[config.mk]
export PLATFORM = sky130hd
export DESIGN_NAME = prio_irq_ctrl
export DESIGN_NICKNAME = d
export VERILOG_FILES = /design/src/rtl/irq_pkg.sv /design/src/rtl/irq_cfg_regs.sv /design/src/rtl/irq_prio_resolve.sv /design/src/rtl/irq_service.sv /design/src/rtl/prio_irq_ctrl.sv
export SDC_FILE = /design/constraint.sdc
export NUM_CORES = 1
export LEC_CHECK = 0
export BUFFER_PORTS_ARGS = -buffer_cell sky130_fd_sc_hd__clkbuf_2
export CORE_AREA = 2 2 97 99
export CTS_CLUSTER_DIAMETER = 80
export DETAILED_ROUTE_END_ITERATION = 16
export DIE_AREA = 0 0 99 101
export GPL_TIMING_DRIVEN = 0
export SLEW_MARGIN = 10
export SYNTH_ARGS = -nofsm -noshare
export SYNTH_HDL_FRONTEND = slang
export SYNTH_SLANG_ARGS = --single-unit
[constraint.sdc]
create_clock -name clk -period 2.3 [get_ports clk]
set_input_delay 0 -clock clk [delete_from_list [all_inputs] [get_ports clk]]
set_output_delay 0 -clock clk [all_outputs]
set_load 0.1 [all_outputs]
[src/rtl/irq_pkg.sv]
package irq_pkg;
  typedef enum logic [1:0] {
    RA_BASE = 2'd0,
    RA_MASK = 2'd1,
    RA_CMD  = 2'd2,
    RA_MODE = 2'd3
  } reg_addr_e;

  localparam int unsigned REG_DW   = 8;
  localparam int unsigned CMD_EOI  = 0;
  localparam int unsigned MODE_AUTO = 0;
endpackage

[src/rtl/irq_cfg_regs.sv]
module irq_cfg_regs
  import irq_pkg::*;
#(
  parameter int unsigned N_IRQ = 8,
  parameter int unsigned VEC_W = 8,
  localparam int unsigned IDX_W  = $clog2(N_IRQ),
  localparam int unsigned BASE_W = VEC_W - IDX_W
) (
  input  logic              clk,
  input  logic              rst_n,
  input  logic              wr_en,
  input  logic [1:0]        addr,
  input  logic [REG_DW-1:0] wdata,
  output logic [REG_DW-1:0] rdata,
  output logic [BASE_W-1:0] base_hi,
  output logic [N_IRQ-1:0]  mask,
  output logic              auto_eoi,
  output logic              eoi_cmd
);
  logic [BASE_W-1:0] base_q, base_d;
  logic [N_IRQ-1:0]  mask_q, mask_d;
  logic              auto_q, auto_d;
  logic              we_base, we_mask, we_mode;

  always_comb begin
    we_base = wr_en && (addr == RA_BASE);
    we_mask = wr_en && (addr == RA_MASK);
    we_mode = wr_en && (addr == RA_MODE);
    eoi_cmd = wr_en && (addr == RA_CMD) && wdata[CMD_EOI];
    base_d  = we_base ? wdata[VEC_W-1:IDX_W] : base_q;
    mask_d  = we_mask ? wdata[N_IRQ-1:0]     : mask_q;
    auto_d  = we_mode ? wdata[MODE_AUTO]     : auto_q;
  end

  always_ff @(posedge clk or negedge rst_n) begin
    if (!rst_n) begin
      base_q <= '0;
      mask_q <= '1;
      auto_q <= 1'b0;
    end else begin
      base_q <= base_d;
      mask_q <= mask_d;
      auto_q <= auto_d;
    end
  end

  always_comb begin
    rdata = '0;
    unique case (addr)
      RA_BASE: rdata[VEC_W-1:0] = {base_q, {IDX_W{1'b0}}};
      RA_MASK: rdata[N_IRQ-1:0] = mask_q;
      RA_CMD:  rdata = '0;
      RA_MODE: rdata[MODE_AUTO] = auto_q;
      default: rdata = '0;
    endcase
  end

  assign base_hi  = base_q;
  assign mask     = mask_q;
  assign auto_eoi = auto_q;
endmodule

[src/rtl/irq_prio_resolve.sv]
module irq_prio_resolve #(
  parameter int unsigned N_IRQ = 8,
  localparam int unsigned IDX_W = $clog2(N_IRQ)
) (
  input  logic [N_IRQ-1:0] irr,
  input  logic [N_IRQ-1:0] mask,
  input  logic [N_IRQ-1:0] isr,
  output logic             intr,
  output logic [N_IRQ-1:0] grant_oh,
  output logic [IDX_W-1:0] grant_idx,
  output logic [N_IRQ-1:0] isr_top_oh
);
  logic [N_IRQ-1:0] pend;
  logic [N_IRQ-1:0] elig;

  for (genvar i = 0; i < N_IRQ; i++) begin : g_lane
    logic blocked;
    assign blocked = |isr[i:0];
    assign pend[i] = irr[i] & ~mask[i];
    assign elig[i] = pend[i] & ~blocked;
  end

  assign grant_oh   = elig & (~elig + 1'b1);
  assign isr_top_oh = isr & (~isr + 1'b1);
  assign intr       = |elig;

  always_comb begin
    grant_idx = '0;
    for (int k = 0; k < N_IRQ; k++) begin
      if (grant_oh[k]) grant_idx = grant_idx | IDX_W'(k);
    end
  end
endmodule

[src/rtl/irq_service.sv]
module irq_service #(
  parameter int unsigned N_IRQ = 8,
  parameter int unsigned VEC_W = 8,
  localparam int unsigned IDX_W  = $clog2(N_IRQ),
  localparam int unsigned BASE_W = VEC_W - IDX_W
) (
  input  logic              clk,
  input  logic              rst_n,
  input  logic              inta,
  input  logic              intr,
  input  logic [N_IRQ-1:0]  grant_oh,
  input  logic [IDX_W-1:0]  grant_idx,
  input  logic [N_IRQ-1:0]  isr_top_oh,
  input  logic              eoi_cmd,
  input  logic              auto_eoi,
  input  logic [BASE_W-1:0] base_hi,
  output logic [N_IRQ-1:0]  isr,
  output logic [VEC_W-1:0]  vector_out,
  output logic              vector_valid
);
  logic [N_IRQ-1:0] isr_q, isr_d;
  logic [N_IRQ-1:0] last_q, last_d;
  logic [N_IRQ-1:0] clr;
  logic [VEC_W-1:0] vec_q, vec_d;
  logic             vv_q, vv_d;
  logic             take;

  always_comb begin
    take   = inta & intr;
    clr    = (eoi_cmd ? isr_top_oh : '0) | ((vv_q & auto_eoi) ? last_q : '0);
    isr_d  = (isr_q & ~clr) | (take ? grant_oh : '0);
    vv_d   = take;
    vec_d  = {base_hi, grant_idx};
    last_d = grant_oh;
  end

  always_ff @(posedge clk or negedge rst_n) begin
    if (!rst_n) begin
      isr_q  <= '0;
      vv_q   <= 1'b0;
      vec_q  <= '0;
      last_q <= '0;
    end else begin
      isr_q <= isr_d;
      vv_q  <= vv_d;
      if (take) begin
        vec_q  <= vec_d;
        last_q <= last_d;
      end
    end
  end

  assign isr          = isr_q;
  assign vector_valid = vv_q;
  assign vector_out   = vv_q ? vec_q : '0;
endmodule

[src/rtl/prio_irq_ctrl.sv]
module prio_irq_ctrl
  import irq_pkg::*;
#(
  parameter int unsigned N_IRQ = 8,
  parameter int unsigned VEC_W = 8
) (
  input  logic              clk,
  input  logic              rst_n,
  input  logic [N_IRQ-1:0]  irq_req,
  input  logic              reg_wr,
  input  logic [1:0]        reg_addr,
  input  logic [REG_DW-1:0] reg_wdata,
  output logic [REG_DW-1:0] reg_rdata,
  output logic              intr,
  input  logic              inta,
  output logic [VEC_W-1:0]  vector_out,
  output logic              vector_valid
);
  localparam int unsigned IDX_W  = $clog2(N_IRQ);
  localparam int unsigned BASE_W = VEC_W - IDX_W;

  logic [N_IRQ-1:0]  irr_q;
  logic [N_IRQ-1:0]  mask_q;
  logic [N_IRQ-1:0]  isr_q;
  logic [N_IRQ-1:0]  grant_oh, isr_top_oh;
  logic [IDX_W-1:0]  grant_idx;
  logic [BASE_W-1:0] base_hi;
  logic              auto_eoi, eoi_cmd;

  always_ff @(posedge clk or negedge rst_n) begin
    if (!rst_n) irr_q <= '0;
    else        irr_q <= irq_req;
  end

  irq_cfg_regs #(.N_IRQ(N_IRQ), .VEC_W(VEC_W)) u_regs (
    .clk(clk), .rst_n(rst_n), .wr_en(reg_wr), .addr(reg_addr),
    .wdata(reg_wdata), .rdata(reg_rdata), .base_hi(base_hi),
    .mask(mask_q), .auto_eoi(auto_eoi), .eoi_cmd(eoi_cmd)
  );

  irq_prio_resolve #(.N_IRQ(N_IRQ)) u_resolve (
    .irr(irr_q), .mask(mask_q), .isr(isr_q), .intr(intr),
    .grant_oh(grant_oh), .grant_idx(grant_idx), .isr_top_oh(isr_top_oh)
  );

  irq_service #(.N_IRQ(N_IRQ), .VEC_W(VEC_W)) u_service (
    .clk(clk), .rst_n(rst_n), .inta(inta), .intr(intr),
    .grant_oh(grant_oh), .grant_idx(grant_idx), .isr_top_oh(isr_top_oh),
    .eoi_cmd(eoi_cmd), .auto_eoi(auto_eoi), .base_hi(base_hi),
    .isr(isr_q), .vector_out(vector_out), .vector_valid(vector_valid)
  );
endmodule

Word-level counts from Yosys, hierarchy flattened
Index checks and enable logic that the tools add are counted.

Bits in registers: 47. Latch bits: 0. Bits in writable memories: 0. ROM bits: 0. Input port bits: 22. Output and inout port bits: 18. Word-level logic and storage cells: 83. Memories: 0.

$add $sub $neg: 2. $mul: 0. Div/mod/pow operators: 0. $lt $le $gt $ge: 0. Equality and inequality tests: 3. Shift-type cells: 0. Mux-type cells: 13. Bitwise operators: 42. Reduce and logical (&&, ||, !) cells: 15.

Operator list (number): 8-bit two-way mux (4); 8-bit bitwise AND (3); 8-bit NOT (3); 1-bit bitwise AND (18); 8-bit by 1-bit adder with 8-bit output, second input constant (2); 1-bit NOT (16); 8-bit OR (2); 8-bit OR reduction (2); 7-bit case mux with 2 select lines (1); 3-bit two-way mux (4); 7-bit OR reduction (1); 6-bit OR reduction (1); 1-bit logical AND (5); 5-bit OR reduction (1); 2-bit equality test, second input constant (2); 2-bit two-way mux (2); 2-bit OR reduction (2); 4-bit OR reduction (1); 1-bit case mux with 3 select lines (1); 3-bit OR reduction (1); 2-bit by 1-bit equality test with 1-bit output, second input constant (1); 2-bit logical NOT (1); 1-bit two-way mux (1).

Depth between registers and ports, before layout
Word-level depth: 13. Gate-level depth with buffers: 7. Gate-level depth less buffers: 5.

Hierarchy
Synthesis repeated with hierarchy kept, for this count alone.

Cell total of the unflattened synthesis: 187. Area, all modules: 2327.2 sq um.

By module, submodules not included: irq_service (instances 1, cells each 80, area an instance 1111.1 sq um, seq. area each 625.6 sq um); irq_cfg_regs (instances 1, cells each 48, area an instance 684.4 sq um, seq. area each 360.3 sq um); irq_prio_resolve (instances 1, cells each 51, area an instance 331.6 sq um, seq. area each 0.0 sq um); prio_irq_ctrl (instances 1, cells each 8, area an instance 200.2 sq um, seq. area each 200.2 sq um).

Worst setup path after synthesis
No wires, ideal clock.

Kind: flip-flop to output port. Start point: register u_service.isr_q[0] (netlist: u_service.isr[0]). End point: output intr. Arrival time: 2.112 ns. Data required time: 2.300 ns. Setup slack: 0.188 ns. Cell stages (with the launch flop): 6. Buffers on the path: 1. Cells stage by stage: dfrtp_1 buf_6 or4_4 or2_4 a21oi_2 or3_1.

Cells in the longest elaborated chain, start to end: 4. Elaborated cells between the ends (all ways): 24. Classes of those cells: bitwise (16); reduce/logical (8).

RTL lines: from (decl) (line irq_service.sv:21) `logic [N_IRQ-1:0] isr_q, isr_d;`; from (signal assigned) (line irq_service.sv:44) `isr_q <= isr_d;`; 8-bit OR reduction (tied with other cells) (line irq_prio_resolve.sv:18) `assign blocked = |isr[i:0];`; 1-bit NOT (line irq_prio_resolve.sv:20) `assign elig[i] = pend[i] & ~blocked;`; 1-bit bitwise AND (line irq_prio_resolve.sv:20); 8-bit OR reduction * (line irq_prio_resolve.sv:25) `assign intr = |elig;`; to (decl) (line prio_irq_ctrl.sv:14) `output logic intr,`.

Every way passes the cells marked *; elsewhere a longest branch is shown, timed or not.

Worst setup path in the final report
Start point: register u_service.isr_q[0] (netlist: u_service.isr[0]). End point: register u_service.last_q[5].

Cells in the longest elaborated chain, start to end: 6. Elaborated cells between the ends (all ways): 28. Classes of those cells: add/sub (1); bitwise (19); reduce/logical (8).

RTL lines: 6-bit OR reduction (tied with other cells) (line irq_prio_resolve.sv:18); 1-bit NOT (line irq_prio_resolve.sv:20); 1-bit bitwise AND (line irq_prio_resolve.sv:20); 8-bit NOT (line irq_prio_resolve.sv:23) `assign grant_oh = elig & (~elig + 1'b1);`; 8-bit by 1-bit adder with 8-bit output (line irq_prio_resolve.sv:23); 8-bit bitwise AND (line irq_prio_resolve.sv:23); to (signal assigned) (line irq_service.sv:48) `last_q <= last_d;`; to (decl) (line irq_service.sv:22) `logic [N_IRQ-1:0] last_q, last_d;`.

Parallel ways exist; a longest one is shown, timed or not. A chain may end at the register's enable or synchronous reset.

==> metrics.md <==
| Metric | Value |
|---|---|
| Synth Cell Area | 2187 um^2 |
| Setup TNS Final | 0 ns |
| Pwr dens | 1154 nW/um^2 |
| IO Port Bufs | 37 |
| Post-Route WL | 4.824 mm |
| Vias in the first global route | 1609 |
| Antenna Nets Post-Route | 0 |
| Peak supply drop | 0.4834 mV |
| Place WS | 0.07136 ns |
| Top FF cell, synth | dfrtp_1 |
| TritonCTS buffer count | 5 |
| GRT overflow | 0 |
| Max Fanout on Critical Path | 10 |
| Worst-case clock buffer depth | 2 |
| DRC viols | 0 |
| EDFF count, synth | 0 |
| Slew Viols, Final | 0 |
| Vias per cell | 4.414 |
| Worst EP required | 2.48 ns |
| Rel. slew slack | 31.59% |
| Average wire per standard cell | between 10 and 15 um |
| RSZ-0062 raised after global routing | false |
| Leading cell types in the layout, fill and taps excluded | dfrtp_1 (39), clkbuf_2 (35), nand2_1 (17), dlygate4sd3_1 (17), mux2_2 (14) |
| Fin nets | around 270 |
| Initial antenna violation count | 0 |
| Syn. warnings | 0 |
| Synth Net Count | 204 |
| Area Growth Syn to Fin | 27.06% |
| Crit start category | flop |
| Later-pin clock latency in the skew report | 0.30 ns |
| Part of the Yosys area used for sequential elements | a little over half |
| Die X | 99 um |
| DR vias | approximately 1600 |
| Clock sink count | 47 |
| Layout cells sized above 1 | 34.43% |
| Ys async rst share | 100.0% |
| Core footprint | 8977 um^2 |
| Most common cell after layout, fill and taps aside | dfrtp_1 |
| Fin crit share | 96.63% |
| Io pins | 40 |
| Min Tclk post-route | 2.222 ns |
| CTS root buf | clkbuf_8 |
| First-pass GRT wire length | ~8.0 mm |
| Synth unique cells | 43 |
| CP Class | flop to flop |
| Hold Worst Slack | 0.05414 ns |
| Power, Total | around 3200 uW |
| Fin Clk Skew | 0.01022 ns |
| Fmax achieved | 450.0 MHz |
| Static leakage | 0.001249 uW |
| Worst Setup End Kind | flop |
| DRT iter0 DRCs | approximately 110 |
| Slew @ Worst Pin | around 1.0 ns |
| H-tree depth | 2 |
| Global Route Usage Sum | 10.06% |
| Final core occ | approximately 31% |
| Largest net degree at the start of global routing | 48 |
| Syn_area_per_cell | 12.02 um^2 |
| Num rows | 35 |
| Mapped Cells | between 150 and 200 |
| Post-DP HPWL | 3.485 mm |
| Max-Cap Viols | 0 |
| CTS clk-pin slew, worst paths | 0.09 ns |
| Yosys reg bits | 47 |
| DR pass1 iterations | 4 |
| HP Class | input port to flop |
| Setup-failing EPs final | 0 |
| TritonCTS clock tree | done |
| Starting density of the core | 24.36% |
| Die Y | 101 um |
| Post-route worst setup slack | 0.07762 ns |
| # diodes | 0 |
| Status | finished, final reports clean |
| Final Hold Fails | 0 |
| Worst EP arrival | about 2.4 ns |
| Die ar. | 9999 um^2 |
| RD Place Congestion | 0.8082 |
sequential cells by signal, summed over array words and instances (netlist names):
signal and flops:
irr_q 8, u_regs.auto_eoi 1, u_regs.base_hi 5, u_regs.mask 8, u_service.isr 8, u_service.last_q 8, u_service.vec_q 8, u_service.vector_valid 1
final timing paths:
path | startpoint | endpoint | slack, ns | cells past startpoint
worst max register to register | u_service.isr[0]$_DFF_PN0_ | u_service.last_q[5]$_DFFE_PN0P_ | 0.08 | 7
worst min-delay path | inta | u_service.isr[2]$_DFF_PN0_ | 0.05 | 3
worst min register to register | u_service.vec_q[2]$_DFFE_PN0P_ | u_service.vec_q[2]$_DFFE_PN0P_ | 0.49 | 1
max in group asynchronous | rst_n | irr_q[4]$_DFF_PN0_ | 1.25 | 2
min in group asynchronous | rst_n | u_service.vector_valid$_DFF_PN0_ | 0.42 | 2
worst max-delay path | u_service.isr[0]$_DFF_PN0_ | u_service.last_q[5]$_DFFE_PN0P_ | 0.08 | 7
critical path: stages (launching register included):
cell and delay, ns:
dfrtp_1 0.38, buf_6 0.13, or4_4 0.54, or2_4 0.27
a21oi_4 0.15, o31a_4 0.18, buf_12 0.15, mux2_4 0.31
cells by family (layout without fill, tap and decap cells):
logic type | count (synthesis) | after routing | share of synthesized area (%)
AO/OA/AOI/OAI | 24 | 24 | 8.754
flip-flops | 47 | 47 | 54.23
multiplexers | 29 | 29 | 16.13
AND/OR/NAND/NOR | 73 | 73 | 18.08
buffers and inverters | 9 | 71 | 2.803
synth_stat cells, types with 2 or more instances:
cell type  instances  area, um^2
mux2i_1            6       60.06
dfrtp_1           39       975.9
dfstp_2            8       210.2
nor2b_1            6       37.54
or3_1              2       12.51
o21ai_0            6       30.03
nor3_1             5       25.02
o2bb2ai_1          2       17.52
nor3b_1            3       22.52
nor4_1             3       18.77
nand2b_1           2       12.51
nand3_1            4       20.02
mux2_2            14       157.7
and2_1            12       75.07
nand2_1           17       63.81
nor2_1            11       41.29
nand4b_1           2       17.52
mux2_4             9       135.1
o311ai_0           2       17.52
inv_1              3       11.26
clkbuf_1           3       11.26
a32o_1             2       20.02
metrics by stage:
stage | instances | instance area, um^2
after detailed placement | 330 | 2511
after global routing | 355 | 2779
after CTS | 355 | 2768
after floorplan | 182 | 2187
final | 355 | 2779
after global placement | 330 | 2511
layer usage:
metal	up-vias	share of wire, %	global-route usage, %
met5	-	0	0
met4	0	1.1	2.529
met3	6	2.4	2.150
met2	33	47	16.11
met1	757	50	13.91
li1	771	-	-
cell type report:
class,count,area (um^2)
Fill cell,905,6198
Sequential cell,47,1186
Multi-Input combinational cell,126,947.2
Timing Repair Buffer,54,361.6
Tap cell,111,138.9
Clock buffer,5,68.82
Buffer,6,50.05
Clock inverter,3,15.01
Inverter,3,11.26
where the power goes:
group	internal (uW)	switching, uW
Combinational	511	960
Clock	208	276
Sequential	1080	173
repair_timing:
item | CTS | global route
setup buffers | 0 | 0
resized for setup | 1 | 3
endpoints found under the hold margin | 61 | 0
endpoints found under the setup margin | 1 | 10
hold buffers | 17 | 0
No activity file was read; power rests on OpenSTA's default activity.
